File: src/rtl/zz_run_coder.sv
module zz_run_coder #(
  parameter int CW = 8
) (
  input  logic          clk,
  input  logic          rst_n,
  input  logic          in_vld,
  input  logic [CW-1:0] in_coef,
  output logic          out_stb,
  output logic [5:0]    out_run,
  output logic [CW-1:0] out_val,
  output logic          out_eob,
  output logic [2:0]    out_blk
);
  localparam int N = 64;

  function automatic logic [5:0] zz_pos(input logic [5:0] idx);
    int r, c, d, b, o;
    r = int'(idx[5:3]);
    c = int'(idx[2:0]);
    d = r + c;
    if (d < 8) begin
      b = d * (d + 1) / 2;
      o = d[0] ? r : c;
    end else begin
      b = N - (15 - d) * (16 - d) / 2;
      o = d[0] ? r - (d - 7) : c - (d - 7);
    end
    return 6'(b + o);
  endfunction

  logic [CW-1:0] mem [2][N];
  logic [5:0] wcnt, rcnt, run;
  logic       wsel, rsel;
  logic [1:0] full, any_nz;
  logic [5:0] last_nz [2];
  logic [2:0] blk_of [2];
  logic [2:0] wblk;

  wire [5:0]    wpos = zz_pos(wcnt);
  wire          in_nz = in_coef != '0;
  wire [CW-1:0] cur = mem[rsel][rcnt];
  wire          scan = full[rsel];
  wire          done = !any_nz[rsel] || rcnt == last_nz[rsel];

  always_ff @(posedge clk)
    if (in_vld) mem[wsel][wpos] <= in_coef;

  always_ff @(posedge clk) begin
    if (!rst_n) begin
      wcnt <= '0; rcnt <= '0; run <= '0;
      wsel <= 1'b0; rsel <= 1'b0; full <= '0; any_nz <= '0;
      last_nz[0] <= '0; last_nz[1] <= '0;
      blk_of[0] <= '0; blk_of[1] <= '0; wblk <= '0;
      out_stb <= 1'b0; out_run <= '1; out_val <= '1; out_eob <= 1'b0; out_blk <= '1;
    end else begin
      out_stb <= 1'b0; out_run <= '1; out_val <= '1; out_eob <= 1'b0; out_blk <= '1;
      if (scan) begin
        if (!any_nz[rsel]) begin
          out_stb <= 1'b1; out_run <= '0; out_val <= '0; out_eob <= 1'b1;
          out_blk <= blk_of[rsel];
        end else if (cur != '0) begin
          out_stb <= 1'b1; out_run <= run; out_val <= cur; out_eob <= done;
          out_blk <= blk_of[rsel];
          run <= '0;
        end else begin
          run <= run + 6'd1;
        end
        if (done) begin
          full[rsel] <= 1'b0;
          rsel <= ~rsel;
          rcnt <= '0;
          run  <= '0;
        end else begin
          rcnt <= rcnt + 6'd1;
        end
      end
      if (in_vld) begin
        if (in_nz && (wcnt == '0 || !any_nz[wsel] || wpos > last_nz[wsel]))
          last_nz[wsel] <= wpos;
        any_nz[wsel] <= (wcnt == '0) ? in_nz : (any_nz[wsel] | in_nz);
        wcnt <= wcnt + 6'd1;
        if (wcnt == 6'(N - 1)) begin
          full[wsel]   <= 1'b1;
          blk_of[wsel] <= wblk;
          wblk <= (wblk == 3'd5) ? 3'd0 : wblk + 3'd1;
          wsel <= ~wsel;
        end
      end
    end
  end


  no_overrun_chk: assert property (@(posedge clk) disable iff (!rst_n)
    in_vld |-> !full[wsel]);


  pair_nonzero_chk: assert property (@(posedge clk) disable iff (!rst_n)
    out_stb && !out_eob |-> out_val != '0);


  blk_range_chk: assert property (@(posedge clk) disable iff (!rst_n)
    out_stb |-> out_blk <= 3'd5);


  bare_eob_chk: assert property (@(posedge clk) disable iff (!rst_n)
    out_stb && out_val == '0 |-> out_eob && out_run == '0);


  scan_bound_chk: assert property (@(posedge clk) disable iff (!rst_n)
    scan && any_nz[rsel] |-> rcnt <= last_nz[rsel]);
endmodule

File: config.mk
export PLATFORM = sky130hd
export DESIGN_NAME = zz_run_coder
export DESIGN_NICKNAME = d
export VERILOG_FILES = /design/src/rtl/zz_run_coder.sv
export SDC_FILE = /design/constraint.sdc
export NUM_CORES = 1
export LEC_CHECK = 0
export BUFFER_PORTS_ARGS = -buffer_cell sky130_fd_sc_hd__buf_2
export CORE_AREA = 5 5 218 432
export DETAILED_ROUTE_END_ITERATION = 10
export DIE_AREA = 0 0 223 437
export GPL_TIMING_DRIVEN = 1
export SETUP_SLACK_MARGIN = 0.02
export SYNTH_ARGS = -nofsm -noshare
export SYNTH_HDL_FRONTEND = slang
export SYNTH_SLANG_ARGS = --single-unit
File: constraint.sdc
create_clock -name clk -period 7.7 [get_ports clk]
set_input_delay 1.54 -clock clk [delete_from_list [all_inputs] [get_ports clk]]
set_output_delay 1.54 -clock clk [all_outputs]
set_load 0.05 [all_outputs]
==> out/qor_table.md <==
| Parameter | This run | Unit |
|:---|:---|:---|
| Result of the run | finished clean | - |
| Pin count of the biggest net entering global routing | 128 | - |
| Die Outline Area | 97,500 | µm² |
| Share of the yosys chip area belonging to registers | 72.0 | % |
| Worst-margin pin slew | 1.20 | ns |
| Setup crit end kind | flip-flop | - |
| Overflow after GRT | 0 | - |
| Global-route wire length before repair | 184 | mm |
| Fmax | 138 | MHz |
| Global-route usage over all layers | 26.3 | % |
| Warning count from the yosys run | 0 | - |
| Count of pins over their slew limit | 0 | - |
| Cell repeated most along the worst path | sky130_fd_sc_hd__ha_1 | - |
| Hold Path Stages | 1 | - |
| Startpoint of the lowest-slack register-to-register path | wcnt[0]$_SDFFE_PN0P_ | - |
| Initial antenna violation count | 1 | - |
| Most frequently used flop master after synthesis | sky130_fd_sc_hd__edfxtp_1 | - |
| Share of post-route cells with drive strength above 1 | 20.7 | % |
| Routed wire length on met2 | 69.3 | mm |
| Clock root buffer | sky130_fd_sc_hd__clkbuf_16 | - |
| Worst setup timing slack at the placement stage | 0.333 | ns |
| Classification of the worst-slack hold path | flip-flop to flip-flop | - |
| Area of the placeable core | 90,200 | µm² |
| Placer congestion estimate | 0.919 | - |
| Overall die height | 437 | µm |
| Post-layout minimum cycle time | 7.24 | ns |
| Detailed Routing Iterations Pass 1 | 6 | - |
| Clock transition at the registers of the reported paths | 0.07 | ns |
| Via count of the first global-routing pass | 24,779 | - |
| Share of flip-flops with an asynchronous set or reset | 0 | % |
| Final setup slack of the worst path | 0.464 | ns |
| Commonest non-fill, non-tap cells in the layout | sky130_fd_sc_hd__edfxtp_1 (1,042), sky130_fd_sc_hd__nor2_1 (204), sky130_fd_sc_hd__buf_4 (187), sky130_fd_sc_hd__mux2i_1 (168), sky130_fd_sc_hd__mux4_2 (148) | - |
| Worst Clk Skew | 0.0320 | ns |
| DP HPWL | 87.1 | mm |
| Type of the setup path with the least slack | flip-flop to flip-flop | - |
| Max-cap check violation count | 0 | - |
| Origin of the worst min-delay path | full[1]$_SDFF_PN0_ | - |
| Routed length on met3 | 7.52 | mm |
| Maximum clock insertion buffer count | 3 | - |
| TritonCTS sink count | 1,090 | - |
| Arrival time reported for the critical path endpoint | 7.61 | ns |
| Most common library cell in the layout ignoring fill and taps | sky130_fd_sc_hd__edfxtp_1 | - |
| Post-layout util | 55.6 | % |
| Max transition margin | 19.8 | % |
| Residual DRC count | 0 | - |
| Post-Synthesis Mean Instance Area | 18.1 | µm² |
| Num CTS Buffers | 92 | - |
| Setup repair after global routing missed its margin | true | - |
| Die X | 223 | µm |
| Critical Path Slowest Stage Cell | sky130_fd_sc_hd__fa_1 | - |
| Routed wire length | 129 | mm |
| Post-detailed-placement cell area | 47,100 | µm² |
| Count of standard-cell rows | 156 | - |
| Leakage | 16.0 | nW |
| Number of different library cells in the post-synthesis netlist | 73 | - |
| Post-synth EDFFs | 1,042 | - |
| Netlist area before placement | 44,800 | µm² |
| Final instance count without filler cells | 3,914 | - |
| Top Layer Used | met4 | - |
| Iteration-0 DRC Markers | 2,440 | - |
| Peak fanout along the critical path | 7 | - |
| TritonCTS clock tree | done | - |
| Worst setup startpoint | wcnt[0]$_SDFFE_PN0P_ | - |
| Sort of element at the start of the critical path | flip-flop | - |
| Count of vias placed by the detailed router | 24,169 | - |
| Setup TNS | 0 | ns |
| Antenna violation net count after detailed routing | 0 | - |
| Fin nets | 2,733 | - |
| Synthesis-stage register bit count | 1,090 | - |
| Number of port buffers | 29 | - |
| Relative area change from synthesis to final layout | 11.8 | % |
| Average detailed-routed wire length per instance | 32.9 | µm |
| Number of top-level pins | 30 | - |
| Required time reported for the critical path endpoint | 8.07 | ns |
| Clock network latency to the later pin of the worst-skew pair | 0.69 | ns |
| Worst-case reg-to-reg path depth | 30 | - |
| Post-Route Hold Slack | 0.491 | ns |
| Final total power | 11.9 | mW |
| Stage delay of the slowest cell on the critical path | 0.60 | ns |
| Starting Density | 49.7 | % |
| Final setup vio count | 0 | - |
| Period Utilization, post-route | 94.0 | % |
| Post-route met1 wirelength | 43.7 | mm |
| Total power density per cell area | 237 | nW/µm² |
| Non-Filler Cell Area, Final | 50,100 | µm² |
| Hold violation total from the final report | 0 | - |
| Net count of the mapped netlist | 2,553 | - |
| Highest ir drop seen on vdd | 0.000184 | V |
| H-tree level count | 3 | - |
| # hold bufs at CTS | 0 | - |
| Via density | 6.18 | - |
| Placed Instances | 3,747 | - |
| Post-synthesis instance total | 2,478 | - |
## final cells by class
class                           count  area, µm²
Fill cell                        7071      40100
Sequential cell                  1090      32300
Multi-Input combinational cell   1205      11500
Clock buffer                      108       2400
Timing Repair Buffer              215       1650
Tap cell                         1185       1480
Clock inverter                     56        581
Inverter                           54        203
Antenna cell                        1       2.50
## per-layer routing
metal	vias to the layer above	GRT usage (%)
met3	283	3.65
met4	0	13.7
met2	982	47.6
li1	10257	-
met1	12647	30.1
met5	-	0
## path summary, 6_finish.rpt
| kind | to | slack (ns) |
|---|---|---|
| worst max-delay path | last_nz[0][0]$_SDFFCE_PN0P_ | 0.46 |
| worst min register to register | full[1]$_SDFF_PN0_ | 0.49 |
| worst max register to register | last_nz[0][0]$_SDFFCE_PN0P_ | 0.46 |
| worst min-delay path | full[1]$_SDFF_PN0_ | 0.49 |
## Yosys cell counts (14+ instances only)
| cell type | number | area share [%] |
|---|---|---|
| sky130_fd_sc_hd__ha_1 | 50 | 1.4 |
| sky130_fd_sc_hd__mux4_2 | 148 | 7.4 |
| sky130_fd_sc_hd__fa_1 | 14 | 0.63 |
| sky130_fd_sc_hd__edfxtp_1 | 1042 | 70 |
| sky130_fd_sc_hd__xnor2_1 | 34 | 0.66 |
| sky130_fd_sc_hd__nor2_1 | 206 | 1.7 |
| sky130_fd_sc_hd__o22ai_1 | 27 | 0.38 |
| sky130_fd_sc_hd__inv_1 | 50 | 0.42 |
| sky130_fd_sc_hd__a221oi_1 | 18 | 0.35 |
| sky130_fd_sc_hd__buf_2 | 19 | 0.21 |
| sky130_fd_sc_hd__o221ai_1 | 29 | 0.57 |
| sky130_fd_sc_hd__nand2_1 | 102 | 0.85 |
| sky130_fd_sc_hd__nand3_1 | 25 | 0.28 |
| sky130_fd_sc_hd__o21ai_0 | 22 | 0.25 |
| sky130_fd_sc_hd__dfxtp_1 | 48 | 2.1 |
| sky130_fd_sc_hd__a21o_1 | 19 | 0.32 |
| sky130_fd_sc_hd__buf_6 | 26 | 0.65 |
| sky130_fd_sc_hd__mux2i_1 | 168 | 3.8 |
| sky130_fd_sc_hd__a21oi_1 | 42 | 0.47 |
| sky130_fd_sc_hd__mux2_2 | 39 | 0.98 |
| sky130_fd_sc_hd__clkbuf_1 | 57 | 0.48 |
| sky130_fd_sc_hd__mux4_1 | 28 | 1.6 |
| sky130_fd_sc_hd__nor2b_1 | 21 | 0.29 |
| sky130_fd_sc_hd__a22oi_1 | 21 | 0.35 |
## where the power goes
group / total, mW / switching (mW) / internal (mW)
Sequential: 6.51 / 0.00772 / 6.51
Combinational: 0.632 / 0.401 / 0.232
Clock: 4.72 / 2.11 / 2.61
## timing repair
action,in CTS,in global routing
resized for setup,0,3
endpoints found under the setup margin,0,20
setup buffers,0,2
## sequential cells by signal, summed over array words and instances (netlist names), named ones only
name / cells
out_eob: 1
out_val: 8
out_stb: 1
out_blk: 3
rsel: 1
out_run: 6
wcnt: 6
rcnt: 6
last_nz: 12
any_nz: 2
wsel: 1
run: 6
full: 2
wblk: 3
mem: 1024
blk_of: 6
## kinds of logic after synthesis
kind of cell             count (synthesis)  synth area share, %
AO/OA/AOI/OAI                          285                 4.68
XOR/XNOR                                42                0.821
adder cells (fa/ha/maj)                 64                 2.02
buffers and inverters                  183                 2.38
flip-flops                            1090                 72.0
multiplexers                           385                 13.9
AND/OR/NAND/NOR                        429                 4.24
## critical path: cells and delay by family, from the launching register on
family,cells,cell delay [ns]
xor gates and xnor gates,3,0.64
buffers and inverters,7,0.69
adders and majority gates,10,3.66
and+or+nand+nor,5,0.76
AOI/OAI and AO/OA,5,0.76
DFF,1,0.44
(Power assumes the default switching activity.)
